**src/rtl/byp_pkg.sv**
```systemverilog
package byp_pkg;
  typedef enum logic [1:0] {
    SRC_RF  = 2'd0,
    SRC_EX  = 2'd1,
    SRC_MEM = 2'd2,
    SRC_WB  = 2'd3
  } src_sel_e;
endpackage

```
**src/rtl/byp_src_pick.sv**
```systemverilog
module byp_src_pick
  import byp_pkg::*;
#(
  parameter int REG_AW = 5
) (
  input  logic [REG_AW-1:0] src_i,
  input  logic              ex_en_i,
  input  logic [REG_AW-1:0] ex_rd_i,
  input  logic              mem_en_i,
  input  logic [REG_AW-1:0] mem_rd_i,
  input  logic              wb_en_i,
  input  logic [REG_AW-1:0] wb_rd_i,
  output src_sel_e          sel_o
);
  logic src_live;
  logic hit_ex, hit_mem, hit_wb;

  // index zero is hardwired, never a forwarding target
  assign src_live = (src_i != '0);
  assign hit_ex   = src_live && ex_en_i  && (ex_rd_i  == src_i);
  assign hit_mem  = src_live && mem_en_i && (mem_rd_i == src_i);
  assign hit_wb   = src_live && wb_en_i  && (wb_rd_i  == src_i);

  // youngest producer wins
  always_comb begin
    if (hit_ex)       sel_o = SRC_EX;
    else if (hit_mem) sel_o = SRC_MEM;
    else if (hit_wb)  sel_o = SRC_WB;
    else              sel_o = SRC_RF;
  end
endmodule

```
**src/rtl/byp_stage_val.sv**
```systemverilog
module byp_stage_val #(
  parameter int XLEN     = 32,
  parameter int LINK_INC = 4
) (
  input  logic [XLEN-1:0] ex_alu_i,
  input  logic [XLEN-1:0] ex_pc_i,
  input  logic            ex_is_link_i,
  input  logic [XLEN-1:0] mem_alu_i,
  input  logic [XLEN-1:0] mem_load_data_i,
  input  logic            mem_is_load_i,
  output logic [XLEN-1:0] ex_fwd_o,
  output logic [XLEN-1:0] mem_fwd_o
);
  localparam logic [XLEN-1:0] LinkStep = XLEN'(LINK_INC);

  logic [XLEN-1:0] link_val;
  assign link_val  = ex_pc_i + LinkStep;
  assign ex_fwd_o  = ex_is_link_i  ? link_val        : ex_alu_i;
  assign mem_fwd_o = mem_is_load_i ? mem_load_data_i : mem_alu_i;
endmodule

```
**src/rtl/operand_bypass.sv**
```systemverilog
module operand_bypass
  import byp_pkg::*;
#(
  parameter int XLEN     = 32,
  parameter int REG_AW   = 5,
  parameter int LINK_INC = 4
) (
  input  logic              clk_i,
  input  logic              rst_ni,
  input  logic [REG_AW-1:0] id_rs1_i,
  input  logic [REG_AW-1:0] id_rs2_i,
  input  logic [XLEN-1:0]   rf_rs1_data_i,
  input  logic [XLEN-1:0]   rf_rs2_data_i,
  input  logic              ex_valid_i,
  input  logic              ex_we_i,
  input  logic [REG_AW-1:0] ex_rd_i,
  input  logic              ex_is_load_i,
  input  logic              ex_is_link_i,
  input  logic [XLEN-1:0]   ex_pc_i,
  input  logic [XLEN-1:0]   ex_alu_i,
  input  logic              mem_valid_i,
  input  logic              mem_we_i,
  input  logic [REG_AW-1:0] mem_rd_i,
  input  logic              mem_is_load_i,
  input  logic [XLEN-1:0]   mem_alu_i,
  input  logic [XLEN-1:0]   mem_load_data_i,
  input  logic              wb_valid_i,
  input  logic              wb_we_i,
  input  logic [REG_AW-1:0] wb_rd_i,
  input  logic [XLEN-1:0]   wb_data_i,
  output logic [1:0]        sel_a_o,
  output logic [1:0]        sel_b_o,
  output logic              no_fwd_o,
  output logic [XLEN-1:0]   op_a_o,
  output logic [XLEN-1:0]   op_b_o
);
  localparam int NumOps = 2;

  logic              ex_en, mem_en, wb_en;
  logic [XLEN-1:0]   ex_fwd, mem_fwd;
  logic [REG_AW-1:0] src    [NumOps];
  logic [XLEN-1:0]   rf_val [NumOps];
  src_sel_e          sel    [NumOps];
  logic [XLEN-1:0]   op_nxt [NumOps];
  logic [XLEN-1:0]   op_q   [NumOps];
  logic [NumOps-1:0] ld_conf;

  assign ex_en  = ex_valid_i  && ex_we_i;
  assign mem_en = mem_valid_i && mem_we_i;
  assign wb_en  = wb_valid_i  && wb_we_i;

  assign src[0]    = id_rs1_i;
  assign src[1]    = id_rs2_i;
  assign rf_val[0] = rf_rs1_data_i;
  assign rf_val[1] = rf_rs2_data_i;

  byp_stage_val #(.XLEN(XLEN), .LINK_INC(LINK_INC)) u_val (
    .ex_alu_i        (ex_alu_i),
    .ex_pc_i         (ex_pc_i),
    .ex_is_link_i    (ex_is_link_i),
    .mem_alu_i       (mem_alu_i),
    .mem_load_data_i (mem_load_data_i),
    .mem_is_load_i   (mem_is_load_i),
    .ex_fwd_o        (ex_fwd),
    .mem_fwd_o       (mem_fwd)
  );

  for (genvar g = 0; g < NumOps; g++) begin : g_op
    byp_src_pick #(.REG_AW(REG_AW)) u_pick (
      .src_i    (src[g]),
      .ex_en_i  (ex_en),
      .ex_rd_i  (ex_rd_i),
      .mem_en_i (mem_en),
      .mem_rd_i (mem_rd_i),
      .wb_en_i  (wb_en),
      .wb_rd_i  (wb_rd_i),
      .sel_o    (sel[g])
    );

    always_comb begin
      unique case (sel[g])
        SRC_EX:  op_nxt[g] = ex_fwd;
        SRC_MEM: op_nxt[g] = mem_fwd;
        SRC_WB:  op_nxt[g] = wb_data_i;
        default: op_nxt[g] = rf_val[g];
      endcase
    end

    // load result not ready while still in execute
    assign ld_conf[g] = (sel[g] == SRC_EX) && ex_is_load_i;

    always_ff @(posedge clk_i or negedge rst_ni) begin
      if (!rst_ni)        op_q[g] <= '0;
      else if (!no_fwd_o) op_q[g] <= op_nxt[g];
    end
  end

  assign no_fwd_o = |ld_conf;
  assign sel_a_o  = sel[0];
  assign sel_b_o  = sel[1];
  assign op_a_o   = op_q[0];
  assign op_b_o   = op_q[1];

  AST_ZERO_SRC_A: assert property (@(posedge clk_i) disable iff (!rst_ni)
    (id_rs1_i == '0) |-> (sel_a_o == 2'd0));
  AST_ZERO_SRC_B: assert property (@(posedge clk_i) disable iff (!rst_ni)
    (id_rs2_i == '0) |-> (sel_b_o == 2'd0));
  AST_FLAG_NEEDS_LOAD: assert property (@(posedge clk_i) disable iff (!rst_ni)
    no_fwd_o |-> (ex_is_load_i && ex_valid_i && ex_we_i));
  AST_HOLD_A: assert property (@(posedge clk_i) disable iff (!rst_ni)
    no_fwd_o |=> $stable(op_a_o));
  AST_HOLD_B: assert property (@(posedge clk_i) disable iff (!rst_ni)
    no_fwd_o |=> $stable(op_b_o));
  AST_EX_ALU_A: assert property (@(posedge clk_i) disable iff (!rst_ni)
    (!no_fwd_o && sel_a_o == 2'd1 && !ex_is_link_i) |=> (op_a_o == $past(ex_alu_i)));
  AST_WB_MATCH_A: assert property (@(posedge clk_i) disable iff (!rst_ni)
    (sel_a_o == 2'd3) |-> (wb_rd_i == id_rs1_i && wb_valid_i && wb_we_i));
  AST_EX_PRIO_B: assert property (@(posedge clk_i) disable iff (!rst_ni)
    (ex_valid_i && ex_we_i && ex_rd_i == id_rs2_i && id_rs2_i != '0) |-> (sel_b_o == 2'd1));
endmodule

```
**config.mk**
```make
export PLATFORM = sky130hd
export DESIGN_NAME = operand_bypass
export DESIGN_NICKNAME = d
export VERILOG_FILES = /design/src/rtl/byp_pkg.sv /design/src/rtl/byp_src_pick.sv /design/src/rtl/byp_stage_val.sv /design/src/rtl/operand_bypass.sv
export SDC_FILE = /design/constraint.sdc
export NUM_CORES = 1
export LEC_CHECK = 0
export ABC_CLOCK_PERIOD_IN_PS = 2000
export BUFFER_PORTS_ARGS = -buffer_cell sky130_fd_sc_hd__buf_2
export CORE_MARGIN = 3
export CORE_UTILIZATION = 40
export DETAILED_ROUTE_END_ITERATION = 8
export PLACE_DENSITY = 0.78
export SLEW_MARGIN = 20
export SYNTH_ARGS = -nofsm -noshare
export SYNTH_HDL_FRONTEND = slang
export SYNTH_SLANG_ARGS = --single-unit
```
**constraint.sdc**
```tcl
create_clock -name clk_i -period 2 [get_ports clk_i]
set_input_delay 0 -clock clk_i [delete_from_list [all_inputs] [get_ports clk_i]]
set_output_delay 0 -clock clk_i [all_outputs]
set_load 0.02 [all_outputs]
```
==> out/results.tsv, run 1 <==
metric	value	unit
max-clock-path-buffers	2	
finalPower	4.50	mW
worstPathMaxFanout	24	
fin_util	62.7	%
grt_pass1_vias	7688	
cp.required	2.00	ns
fin_setup_tns	0	ns
io_pins	329	
grt_max_degree	51	
skew	0	ns
p_leak	4.23	nW
synth_edf_count	0	
power_density	506	nW/um^2
rsz0062_at_grt	false	
die_h	128	um
avgSynthCellArea	7.71	um^2
drt_iter0_markers	892	
netlist_area	5940	um^2
hold_viol_final	0	
dr.pass1.iters	5	
avgRoutedWirePerCell	20.7	um
drv_slew	0	
grt_pass1_wl	41500	um
finalNonFillerCells	1342	
ant_nets	0	
yosys.area.top_type	dfrtp_1	
port_buffers	328	
synth_ff_type	dfrtp_1	
finalHoldWorstSlack	0.00772	ns
fin_nets	1414	
cpMostUsedCell	buf_4	
crit_type	in2out	
cts_made_buffers	9	
drc	0	
cp_cell_sequence	buf_2 > buf_4 > buf_4 > xor2_1 > nor4_1 > buf_4 > nand2_1 > a21bo_2 > inv_2 > buf_12 > buf_2	
synth_nets	1031	
drive_above_1_share	38.6	%
slowest_stage	nor4_1	
die_area	16300	um^2
drv_cap	0	
seq_area_frac_synth	27.0	%
wl	27700	um
area_growth_syn_to_layout	49.9	%
cp-start-kind	input pin	
cts_sinks	64	
synth.top_cell.area_share	27.0	%
synth.area.top_cells	dfrtp_1 27%, o21ai_0 7.9%, mux2i_1 7.1%	
slew_headroom	60.1	%
cts_tree	built	
grt.overflow.total	0	
ir_worst_vdd	0.000380	V
ctsResizeCount	0	
max_stage_delay	0.29	ns
fp-row-count	43	
dp_cells	1289	
setup_viol	0	
hp-class	in2reg	
min_period	1.95	ns
synth-seq-cells	64	
root_buffer	clkbuf_16	
synth_cell_types	58	
insertion_delay	0.34	ns
dp_hpwl	21900	um
post_cts_buffers	0	
status	finished, final reports clean	
htree_levels	3	
crit_arrival	1.95	ns
fmax	514	MHz
fin_crit_sh	97.3	%
clk_pin_slew	0.06	ns
yosysWarnings	0	
start_util	41.8	%
gp_congestion	0.994	
die_width	128	um
async_flop_share	100	%
viasPerCell	5.97	
vias	8006	
synth_cells	770	
coreArea	14200	um^2
worst_pin_slew	0.594	ns
crit_path_end_kind	primary output	
grt_antenna_before_repair	4	
grt_use_total	32.6	%
==> flip-flops by register name, indices dropped and copies added, names as in the netlist <==
signal	count
op_a_o	32
op_b_o	32
==> logic make-up after synthesis <==
group | Yosys count | share of synthesized area, %
AO/OA/AOI/OAI | 268 | 29.0
AND/OR/NAND/NOR | 260 | 21.7
buffers and inverters | 74 | 5.44
flip-flops | 64 | 27.0
multiplexers | 56 | 9.74
XOR/XNOR | 47 | 6.93
adder cells (fa/ha/maj) | 1 | 0.211
==> critical path: cells and delay by family <==
kind / cells / cell delay (ns)
compound gates: 1 / 0.28
xor+xnor: 1 / 0.13
simple gates: 2 / 0.43
buf+inv: 7 / 1.09
==> layout make-up <==
class                           instances  area, um^2
Sequential cell                        64        1600
Clock buffer                            9         225
Inverter                               10        37.5
Antenna cell                            4        10.0
Fill cell                            1246        5300
Timing Repair Buffer                  436        2690
Clock inverter                          7        95.1
Multi-Input combinational cell        632        4020
Tap cell                              180         225
==> worst paths after layout <==
| path | cells after the start | start | slack (ns) | end |
|---|---|---|---|---|
| worst max-delay path | 11 | id_rs2_i[2] | 0.05 | no_fwd_o |
| worst max register to register | 1 | op_a_o[22]$_DFFE_PN0N_ | 1.24 | op_a_o[22]$_DFFE_PN0N_ |
| min in group asynchronous | 2 | rst_ni | 0.15 | op_b_o[18]$_DFFE_PN0N_ |
| worst min-delay path | 3 | rf_rs1_data_i[19] | 0.008 | op_a_o[19]$_DFFE_PN0N_ |
| worst min register to register | 2 | op_a_o[13]$_DFFE_PN0N_ | 0.48 | op_a_o[13]$_DFFE_PN0N_ |
| max in group asynchronous | 3 | rst_ni | 1.09 | op_b_o[27]$_DFFE_PN0N_ |
==> routing by layer <==
layer	vias to the layer above	wire, um	track usage (%)
li1	3655	-	-
met1	3754	11200	41.6
met2	527	13000	54.4
met3	70	2620	7.21
met4	0	928	10.9
met5	-	0	0
==> synth_stat cells, types with 5 or more instances <==
| cell type | instances |
|---|---|
| or4_1 | 5 |
| nand3_1 | 24 |
| inv_1 | 7 |
| a211oi_1 | 6 |
| nor3_1 | 26 |
| o22a_1 | 21 |
| or3_1 | 24 |
| xnor2_1 | 23 |
| a211o_1 | 11 |
| mux2_2 | 14 |
| o21ai_0 | 94 |
| nand4_1 | 17 |
| nor2_1 | 58 |
| o32a_1 | 7 |
| xor2_1 | 24 |
| a21oi_1 | 38 |
| mux2i_1 | 42 |
| o21ai_1 | 14 |
| buf_2 | 20 |
| a22o_1 | 5 |
| dfrtp_1 | 64 |
| clkbuf_1 | 40 |
| nand2_1 | 67 |
| a31oi_1 | 23 |
| nor4_1 | 10 |
| a2bb2oi_1 | 6 |
| and3_1 | 9 |
| o21a_1 | 8 |
==> cells in the final DEF (no fill, tap or decap), drive strengths merged, types with 7 or more instances in the layout <==
cell	Yosys	final
nand2	67	67
o21ai	108	108
dfrtp	64	64
buf	23	403
dlygate4sd3	0	33
and3	9	9
nor3	26	26
clkbuf	41	9
or3	24	24
a211o	11	11
mux2i	42	42
xnor2	23	23
nand4	17	17
nor2	58	58
mux2	14	14
a21oi	38	38
xor2	24	24
nand3	24	24
o21a	8	8
a31oi	23	23
o32a	7	7
nor4	12	12
o22a	21	21
inv	9	10
==> per-stage QoR <==
stage	cell area, um^2	setup slack [ns]
after global placement	8240	-0.0806
after global routing	8900	0.00113
after floorplan	5940	0.0805
after detailed placement	8240	-0.117
after CTS	8890	0.0829
final	8900	0.0548
==> what timing repair did <==
item / 4_1_cts / 5_1_grt
hold buffers: 33 / 0
hold endpoints to repair: 50 / 0
endpoints found under the setup margin: 0 / 0
==> power by group <==
group / switching, mW / internal (mW) / total, mW
clock network: 0.656 / 1.09 / 1.75
logic: 0.713 / 0.578 / 1.29
registers: 0.0636 / 1.40 / 1.46
total: 1.43 / 3.07 / 4.50
Note: power is estimated with default switching activity, not from simulation.
==> run 2: changes to the inputs <==
--- a/config.mk
+++ b/config.mk
@@ -11,6 +11,7 @@
 export CORE_UTILIZATION = 40
 export DETAILED_ROUTE_END_ITERATION = 8
 export PLACE_DENSITY = 0.78
+export SETUP_SLACK_MARGIN = 0.2
 export SLEW_MARGIN = 20
 export SYNTH_ARGS = -nofsm -noshare
 export SYNTH_HDL_FRONTEND = slang
==> run 2 against run 1 <==
Effect of this change: routed wire length up 2.1%; via count increased by 0.11%; register-to-register slack about the same; maximum frequency is 9.1% higher; count of clock-buffer cells in the layout rose by 2; global-route usage grew 0.098 points; sequential cell count stayed put.
==> out/results.tsv, run 2 (synthesized netlist as in run 1, its figures left out) <==
metric	value	unit	change
setup_viol	0		unchanged
fin_setup_tns	0	ns	unchanged
post_cts_buffers	0		unchanged
die_area	16300	um^2	unchanged
grt_pass1_vias	7726		+0.49%
fmax	561	MHz	+9.1%
cts_tree	built		
drive_above_1_share	38.8	%	+0.23 points
p_leak	4.18	nW	-1.2%
max-clock-path-buffers	2		unchanged
grt_antenna_before_repair	2		-2
fp-row-count	43		unchanged
cp.required	2.21	ns	+0.21 ns
whs_path_depth	3		unchanged
grt_pass1_wl	41700	um	+0.37%
viasPerCell	6.04		+1.2%
grt_max_degree	65		+27%
cts_made_buffers	9		unchanged
final_cell_mix	326 x buf_2, 91 x o21ai_0, 67 x nand2_1, 64 x dfrtp_1, 57 x nor2_1		
root_buffer	clkbuf_16		
gp_congestion	0.963		-3.1%
cp-start-kind	input pin		
nFillCells	1277		+2.5%
fin_crit_sh	89.1	%	-8.1 points
crit_type	in2reg		
hold_viol_final	0		unchanged
crit_path_end_kind	register		
drv_slew	0		unchanged
fin_nets	1402		-0.85%
r2r_cells	1		unchanged
vias	8015		+0.11%
ir_worst_vdd	0.000362	V	-4.9%
io_pins	329		unchanged
insertion_delay	0.34	ns	about the same
avgRoutedWirePerCell	21.3	um	+3.2%
worstPathMaxFanout	14		-42%
finalNonFillerCells	1328		-1.0%
die_width	128	um	unchanged
worst-path-buf-inv	2		-5
dr.pass1.iters	6		+1
dp_hpwl	21700	um	-1.0%
drt_iter0_markers	872		-2.2%
die_h	128	um	unchanged
wl	28300	um	+2.1%
start_util	41.8	%	unchanged
final_common_cell	buf_2		
worst_pin_slew	0.649	ns	+0.0550 ns
grt.overflow.total	0		unchanged
cts_sinks	64		unchanged
crit_family	simple AND/OR/NAND/NOR gates		
max_stage_delay	0.54	ns	+0.25 ns
grt_use_total	32.7	%	+0.098 points
skew	0	ns	unchanged
slowest_stage	or4_4		
min_period	1.78	ns	-0.163 ns
coreArea	14200	um^2	unchanged
drc	0		unchanged
power_density	490	nW/um^2	-3.1%
clk_pin_slew	0.06	ns	about the same
hp-class	in2reg		
slew_headroom	55.5	%	-4.6 points
crit_arrival	1.99	ns	+0.04 ns
port_buffers	328		unchanged
dp_cells	1280		-0.70%
cp_cell_sequence	buf_2 > or4_4 > o211ai_1 > buf_4 > nor2_2 > or3_1 > a21oi_1 > o21ai_0		
cp.depth	8		-3
area_growth_syn_to_layout	48.5	%	
rsz0062_at_grt	true		
status	finished, final reports clean		
ant_nets	0		unchanged
drv_cap	0		unchanged
htree_levels	3		unchanged
## run 2: final timing paths
kind	startpoint	end	slack, ns
worst max-delay path	id_rs2_i[2]	op_b_o[0]$_DFFE_PN0N_	0.22
worst min-delay path	rf_rs2_data_i[17]	op_b_o[17]$_DFFE_PN0N_	0.002
worst max register to register	op_a_o[16]$_DFFE_PN0N_	op_a_o[16]$_DFFE_PN0N_	1.24
worst min register to register	op_a_o[20]$_DFFE_PN0N_	op_a_o[20]$_DFFE_PN0N_	0.47
max in group asynchronous	rst_ni	op_a_o[31]$_DFFE_PN0N_	1.47
min in group asynchronous	rst_ni	op_b_o[17]$_DFFE_PN0N_	0.22
## run 2: worst min-delay path: cells and delay by family
| kind | cells | cell delay (ns) |
|---|---|---|
| compound gates | 2 | 0.22 |
| buf+inv | 1 | 0.08 |
## run 2: timing repair
action | in CTS | in global routing
resized for setup | 5 | 7
endpoints found under the setup margin | 4 | 6
pin swaps | 0 | 1
cloned | 1 | 1
hold buffers | 28 | 0
hold endpoints to repair | 91 | 0
## run 2: layout make-up
class | count | area [um^2] | share of cell area [%]
Clock inverter | 5 | 38.8 | 0.440
Inverter | 10 | 40.0 | 0.454
Multi-Input combinational cell | 633 | 4060 | 46.0
Timing Repair Buffer | 423 | 2600 | 29.5
Antenna cell | 2 | 5.00 | 0.0568
Tap cell | 180 | 225 | 2.56
Clock buffer | 11 | 253 | 2.87
Sequential cell | 64 | 1600 | 18.2
## run 2: through the flow
stage               instance area (um^2)  total power [mW]  utilization [%]  setup slack [ns]  hold slack (ns)
finish                              8810              4.32             62.1             0.217          0.00203
global route                        8810              4.50             62.1             0.185           0.0100
CTS                                 8780              4.32             61.8             0.223          0.00244
detailed placement                  8160              2.70             57.5            -0.104           0.0491
global placement                    8160              2.68             57.5           -0.0329           0.0428
floorplan                           5950              2.04                -             0.206           -0.296
## run 2: power breakdown
group	switching, mW	internal (mW)
Clock	0.647	0.915
Sequential	0.0628	1.40
Combinational	0.722	0.575
Total	1.43	2.89
## run 2: routing by layer
layer | wire length, um | global-route usage (%) | share of wire [%]
met5 | 0 | 0 | 0
met4 | 1010 | 12.4 | 3.6
met3 | 2900 | 8.04 | 10
met2 | 13300 | 53.5 | 47
met1 | 11100 | 41.6 | 39
